## config.mk

```make
export PLATFORM = sky130hd
export DESIGN_NAME = rx_lane_outmux
export DESIGN_NICKNAME = d
export VERILOG_FILES = /design/src/rtl/rx_lane_outmux_pkg.sv /design/src/rtl/rx_lane_sync.sv /design/src/rtl/rx_lane_mode_sel.sv /design/src/rtl/rx_lane_out_stage.sv /design/src/rtl/rx_lane_outmux.sv
export SDC_FILE = /design/constraint.sdc
export NUM_CORES = 1
export LEC_CHECK = 0
export BUFFER_PORTS_ARGS = -buffer_cell sky130_fd_sc_hd__buf_4
export CAP_MARGIN = 10
export CORE_ASPECT_RATIO = 1.5
export CORE_MARGIN = 8
export CORE_UTILIZATION = 35
export CTS_CLUSTER_DIAMETER = 100
export CTS_CLUSTER_SIZE = 10
export DETAILED_ROUTE_END_ITERATION = 8
export GPL_TIMING_DRIVEN = 0
export PLACE_DENSITY = 0.71
export SETUP_SLACK_MARGIN = 0.05
export SLEW_MARGIN = 20
export SYNTH_ARGS = -nofsm -noshare
export SYNTH_HDL_FRONTEND = slang
export SYNTH_SLANG_ARGS = --single-unit
```

## constraint.sdc

```tcl
create_clock -name clk -period 1.1 [get_ports clk]
set_input_delay 0.22 -clock clk [delete_from_list [all_inputs] [get_ports clk]]
set_output_delay 0.22 -clock clk [all_outputs]
set_load 0.005 [all_outputs]
```

## src/rtl/rx_lane_outmux_pkg.sv

```systemverilog
package rx_lane_outmux_pkg;
  typedef enum logic [2:0] {
    MODE_POR    = 3'd0,
    MODE_PDN    = 3'd1,
    MODE_REFLK  = 3'd2,
    MODE_LOS    = 3'd3,
    MODE_PRBS   = 3'd4,
    MODE_DATA   = 3'd5
  } out_mode_e;

  typedef struct packed {
    logic rxd_oe;
    logic k_lo_oe;
    logic k_hi_oe;
    logic clk_oe;
    logic clk_pass;
  } pad_ctl_t;
endpackage

```

## src/rtl/rx_lane_sync.sv

```systemverilog
module rx_lane_sync #(
  parameter int W      = 2,
  parameter int STAGES = 2
) (
  input  logic         clk,
  input  logic         rst_n,
  input  logic [W-1:0] d,
  output logic [W-1:0] q
);
  logic [W-1:0] chain [STAGES];

  for (genvar s = 0; s < STAGES; s++) begin : g_stage
    if (s == 0) begin : g_first
      always_ff @(posedge clk or negedge rst_n)
        if (!rst_n) chain[s] <= '0;
        else        chain[s] <= d;
    end else begin : g_next
      always_ff @(posedge clk or negedge rst_n)
        if (!rst_n) chain[s] <= '0;
        else        chain[s] <= chain[s-1];
    end
  end

  assign q = chain[STAGES-1];
endmodule

```

## src/rtl/rx_lane_mode_sel.sv

```systemverilog
module rx_lane_mode_sel
  import rx_lane_outmux_pkg::*;
(
  input  logic      por_active,
  input  logic      rx_en,
  input  logic      lockref_n,
  input  logic      los_s,
  input  logic      prbs_en,
  output out_mode_e mode
);
  always_comb begin
    if (por_active)      mode = MODE_POR;
    else if (!rx_en)     mode = MODE_PDN;
    else if (!lockref_n) mode = MODE_REFLK;
    else if (los_s)      mode = MODE_LOS;
    else if (prbs_en)    mode = MODE_PRBS;
    else                 mode = MODE_DATA;
  end
endmodule

```

## src/rtl/rx_lane_out_stage.sv

```systemverilog
module rx_lane_out_stage
  import rx_lane_outmux_pkg::*;
#(
  parameter int BYTE_W = 8,
  localparam int DW = 2 * BYTE_W
) (
  input  logic              clk,
  input  logic              rst_n,
  input  out_mode_e         mode,
  input  logic [BYTE_W-1:0] byte_lo,
  input  logic [BYTE_W-1:0] byte_hi,
  input  logic              kflag_lo,
  input  logic              kflag_hi,
  input  logic              los_s,
  input  logic              pass_s,
  output logic [DW-1:0]     rxd,
  output logic              k_lo,
  output logic              k_hi,
  output pad_ctl_t          pads
);
  logic [DW-1:0] rxd_d;
  logic          k_lo_d, k_hi_d;
  pad_ctl_t      pads_d;

  always_comb begin
    rxd_d  = '0;
    k_lo_d = 1'b0;
    k_hi_d = 1'b0;
    pads_d = '0;
    unique case (mode)
      MODE_POR: begin
        pads_d.clk_oe = 1'b1;
      end
      MODE_PDN: begin
        pads_d.k_hi_oe = 1'b1;
        k_hi_d         = ~los_s;
      end
      MODE_REFLK: begin
        pads_d = '0;
      end
      MODE_LOS: begin
        pads_d = '1;
        rxd_d  = '1;
        k_lo_d = 1'b1;
        k_hi_d = 1'b1;
      end
      MODE_PRBS: begin
        pads_d = '1;
        rxd_d  = {byte_hi, byte_lo};
        k_lo_d = pass_s;
        k_hi_d = kflag_hi;
      end
      default: begin
        pads_d = '1;
        rxd_d  = {byte_hi, byte_lo};
        k_lo_d = kflag_lo;
        k_hi_d = kflag_hi;
      end
    endcase
  end

  always_ff @(posedge clk or negedge rst_n) begin
    if (!rst_n) begin
      rxd  <= '0;
      k_lo <= 1'b0;
      k_hi <= 1'b0;
      pads <= '0;
    end else begin
      rxd  <= rxd_d;
      k_lo <= k_lo_d;
      k_hi <= k_hi_d;
      pads <= pads_d;
    end
  end
endmodule

```

## src/rtl/rx_lane_outmux.sv

```systemverilog
module rx_lane_outmux
  import rx_lane_outmux_pkg::*;
#(
  parameter int BYTE_W      = 8,
  parameter int SYNC_STAGES = 2,
  localparam int DW = 2 * BYTE_W
) (
  input  logic              clk,
  input  logic              rst_n,
  input  logic              por_active,
  input  logic              rx_en,
  input  logic              lockref_n,
  input  logic              prbs_en,
  input  logic              los_in,
  input  logic              prbs_pass,
  input  logic [BYTE_W-1:0] byte_lo,
  input  logic [BYTE_W-1:0] byte_hi,
  input  logic              kflag_lo,
  input  logic              kflag_hi,
  output logic [DW-1:0]     rxd,
  output logic              k_lo,
  output logic              k_hi,
  output logic              rxd_oe,
  output logic              k_lo_oe,
  output logic              k_hi_oe,
  output logic              clk_oe,
  output logic              clk_pass
);
  logic      los_sync, pass_sync;
  out_mode_e mode;
  pad_ctl_t  pads;

  rx_lane_sync #(.W(2), .STAGES(SYNC_STAGES)) u_sync (
    .clk   (clk),
    .rst_n (rst_n),
    .d     ({los_in, prbs_pass}),
    .q     ({los_sync, pass_sync})
  );

  rx_lane_mode_sel u_mode (
    .por_active (por_active),
    .rx_en      (rx_en),
    .lockref_n  (lockref_n),
    .los_s      (los_sync),
    .prbs_en    (prbs_en),
    .mode       (mode)
  );

  rx_lane_out_stage #(.BYTE_W(BYTE_W)) u_out (
    .clk      (clk),
    .rst_n    (rst_n),
    .mode     (mode),
    .byte_lo  (byte_lo),
    .byte_hi  (byte_hi),
    .kflag_lo (kflag_lo),
    .kflag_hi (kflag_hi),
    .los_s    (los_sync),
    .pass_s   (pass_sync),
    .rxd      (rxd),
    .k_lo     (k_lo),
    .k_hi     (k_hi),
    .pads     (pads)
  );

  assign rxd_oe   = pads.rxd_oe;
  assign k_lo_oe  = pads.k_lo_oe;
  assign k_hi_oe  = pads.k_hi_oe;
  assign clk_oe   = pads.clk_oe;
  assign clk_pass = pads.clk_pass;
endmodule

```

# == After elaboration in Yosys (flattened, before gate mapping) ==
# Cells that the tools add are included.
# totals
register_bits,27
input_bits,26
output_inout_bits,23
# classes
n_eq_ne,4
mux,12
bitwise,1
n_reduce_logical,4
# ops
operator,count
$pmux W16 S2,1
$mux W3,4
$eq A3 B2 Y1 const B,2
$pmux W1 S3,2
$mux W1,4
$reduce_or A2 Y1,2
$eq A3 B1 Y1 const B,1
$eq A3 B3 Y1 const B,1
$logic_not A3 Y1,1
$reduce_or A3 Y1,1
$mux W2,1
$not A1 Y1,1

# == Depth between registers and ports, before layout ==
# logic_depth
ltp_word,8
depth_mapped,4
mapped_depth_nobuf,2

# == Modules after synthesis ==
# From an unflattened synthesis, not the netlist that was laid out.
# hier_totals
hier_cells,85
area_unflattened_um2,967.2
# modules_own_cells
mod,instances,cells_each,area_per_inst_um2
rx_lane_out_stage,1,73,809.5
rx_lane_sync,1,6,115.1
rx_lane_mode_sel,1,6,42.5

# == Least setup slack after synthesis ==
# No wires, ideal clock.
# synth_path
kind,reg-to-reg
start,"reg u_sync.chain, in the netlist u_sync.q[1]"
end,reg u_out.rxd[10]
setup_ns,0.117
arrival_time_ns,0.802
t_required_ns,0.983
setup_slack_ns,0.181
stages_incl_launch_ff,5
n_path_buf,2
period_less_slack_ns,0.919
cell_sequence,dfrtp_1 > buf_2 > buf_4 > nor2_1 > nor2_2
# synth_between
elab_chain_len,7
elab_cells_between_ends,10
# synth_lines
element,line,rtl
start: declaration,rx_lane_sync.sv:10,logic [W-1:0] chain [STAGES];
start signal: indexed assignment,rx_lane_sync.sv:20,else chain[s] <= chain[s-1];
$mux W3 *,rx_lane_mode_sel.sv:15,else if (los_s) mode = MODE_LOS;
$mux W3 *,rx_lane_mode_sel.sv:14,else if (!lockref_n) mode = MODE_REFLK;
$mux W3 *,rx_lane_mode_sel.sv:13,else if (!rx_en) mode = MODE_PDN;
$mux W3 *,rx_lane_mode_sel.sv:12,if (por_active) mode = MODE_POR;
$eq A3 B1 Y1 (tied with other cells),rx_lane_out_stage.sv:30,unique case (mode)
$reduce_or A3 Y1 (no source line),--,
$pmux W16 S2 *,rx_lane_out_stage.sv:30,
net u_out.rxd_d[10],rx_lane_out_stage.sv:21,logic [DW-1:0] rxd_d;
end signal: assignment,rx_lane_out_stage.sv:69,rxd <= rxd_d;
end: declaration,rx_lane_out_stage.sv:16,"output logic [DW-1:0] rxd,"
# Mark *: on every way through the listed nets, which the timed path passes. The rest lies on a longest branch.

==> impl_metrics.yaml <==
sta:
  rsz0062_at_grt: "yes"
  setup_ws_ps: -78.81
  worst_pin_slew_ps: 317.0
  min_period_ps: 1179
  timing.slew.headroom_pct: 78.87
  max_freq_mhz: 848.3
  period_share_pct: 107.2
  setup_viol: 2
  finalSetupTns_ps: -157.2
  worst_hold_slack_ps: 75.98
  drv_slew: 0
  finClkSkew_ps: 5.544
  hold_viol: 0
setup_path:
  slowest_delay_ps: 410
  r2r_start: "u_sync.q[1]"
  path_cells: "buf_4 > buf_6"
  crit_family: "flip-flops"
  worstPathRequired_ps: 880
  critPathLaunchType: "flop"
  r2r-end: "u_out.k_hi"
  cp-end-kind: "primary output"
  worst-r2r-cell-count: 3
  slowest_stage: "dfrtp_1"
  path_class: "reg2out"
  ff2ff_setup_slack_ps: 80
  arrival_ps: 960
  crit_buf_inv: 2
  worstPathMaxFanout: 3
synthesis:
  synth_seq_cells: 25
  syn_area_per_cell_um2: 12.12
  yosysWarnings: 0
  synthesis.nets: 99
  synthCells: 73
  synth-seq-area-share_pct: 70.72
  synth.distinct_cells: 13
  synth_area_um2: 884.6
detailed_routing:
  drtPass1Iterations: 2
  drtIter0Drc: 3
  antenna_left: 0
  vias: 668
  via_per_inst: 4.395
  drc: 0
  routed_wl_mm: 2.197
  routedWlPerCell_um: 14.45
final_layout:
  final_cell_mix: "29 x buf_4, 25 x dfrtp_1, 23 x buf_6"
  layout_commonest_cell: "buf_4"
  antennaDiodeCount: 0
  fin_nets: 155
  fin_util_pct: 58.78
  drive_gt1_share_pct: 54.69
  syn2layout_area_growth_pct: 60.96
floorplanning:
  die_h_um: 77.57
  std_cell_rows: 22
  design.core.area_mm2: 0.002422
  ios: 49
  die_area_mm2: 0.004425
  chipWidth_um: 57.05
  initial_core_util_pct: 36.52
grt:
  grt_pass1_wl_mm: 3.415
  grt_pass1_vias: 704
  track_usage_pct: 9.624
  antenna_found_initial: 0
  grt_overflow: 0
  grt_max_degree: 26
worst_hold_path:
  hp-start: "por_active"
  min_path_cells: 2
  min_path_type: "in2reg"
  holdPathEnd: "u_out.pads[2]"
clock_network:
  numCtsBuffers: 3
  h-tree-depth: 1
  clockBufferDepth: 2
  cts-root-buf: "clkbuf_4"
  cts_tree: "yes"
  clkLatencyLatePin_ps: 310
  post_cts_buffers: 0
  path_clk_slew_ps: 130
  clock_sinks: 25
run_status:
  outcome: "finished with violations"
  violations: "setup timing"
power:
  power.density_mw_per_mm2: 1138
  peakVddDrop_mv: 0.6714
  power.leakage_nw: 0.7565
  power_w: 0.001620
place:
  place_congestion: 0.7488
  dp_hpwl_mm: 1.638
  portBuffers: 48
job:
  maxCapViolCount: 0
==> worst register-to-register path: cells and delay by family (launching register included) <==
kind,cells,cell delay [ps]
AOI/OAI and AO/OA,1,170
DFF,1,370
and+or+nand+nor,1,230
buffers and inverters,1,180
==> cells in the mapped netlist <==
master | instances | area share [%]
mux2i_1 | 1 | 1.1
dfrtp_1 | 25 | 71
buf_2 | 1 | 0.57
nor2_1 | 23 | 9.8
a21o_1 | 1 | 0.85
nor2_2 | 9 | 6.4
a21oi_1 | 3 | 1.7
or2_0 | 1 | 0.71
inv_1 | 3 | 1.3
buf_4 | 3 | 2.5
o211ai_1 | 1 | 0.85
nand3b_4 | 1 | 2.3
buf_6 | 1 | 1.3
==> per-layer routing <==
metal	wire, um	track usage (%)
met1	875	10.05
met2	1100	15.90
met3	184	3.094
met4	36	6.368
met5	0	0
==> sequential cells by signal (all words and copies together) (netlist names) <==
name / count
u_out.k_lo: 1
u_out.rxd: 16
u_out.pads: 3
u_out.k_hi: 1
u_sync.q: 2
u_sync.chain: 2
==> worst max path at each step <==
stage	start	end	cells past startpoint
after global routing	u_out.pads[0]	k_lo_oe	2
final	u_out.pads[0]	k_lo_oe	2
after floorplan	u_sync.q[1]	u_out.rxd[10]	4
after global placement	u_sync.q[1]	u_out.rxd[9]	4
after detailed placement	u_sync.q[1]	u_out.rxd[10]	4
after CTS	u_out.pads[0]	k_lo_oe	2
==> where the power goes <==
| part | leakage, nW | internal, W | switching, W |
|---|---|---|---|
| Combinational | 0.414 | 0.000156 | 0.000102 |
| Sequential | 0.327 | 0.000956 | 0.0000163 |
| Clock | 0.0150 | 0.000141 | 0.000249 |
==> cell families (layout without fill, tap and decap cells) <==
| logic type | after synthesis | in the layout | synth area share, % |
|---|---|---|---|
| buffers and inverters | 8 | 63 | 5.657 |
| muxes | 1 | 1 | 1.132 |
| DFF | 25 | 25 | 70.72 |
| AOI/OAI and AO/OA | 5 | 5 | 3.395 |
| and+or+nand+nor | 34 | 34 | 19.09 |
==> area by class of cell <==
type | count | area (um2)
Buffer | 5 | 38.79
Inverter | 3 | 11.26
Sequential cell | 25 | 625.6
Multi-Input combinational cell | 40 | 219.0
Timing Repair Buffer | 51 | 473.0
Fill cell | 213 | 998.5
Clock buffer | 4 | 26.28
Tap cell | 24 | 30.03
==> through the flow <==
step | area (um2) | setup slack, ps | cells
3_3_place_gp | 1275 | 118.5 | 145
4_1_cts | 1371 | -96.60 | 150
6_report | 1424 | -78.81 | 152
2_1_floorplan | 884.6 | 181.1 | 73
3_5_place_dp | 1275 | 104.0 | 145
5_1_grt | 1424 | -141.2 | 152
==> timing repair <==
action / in CTS / in global routing
hold buffers: 1 / 2
endpoints found under the setup margin: 17 / 26
resized for setup: 16 / 10
pin swaps: 0 / 0
hold endpoints to repair: 25 / 2
Power figures use the tool's default switching activity.
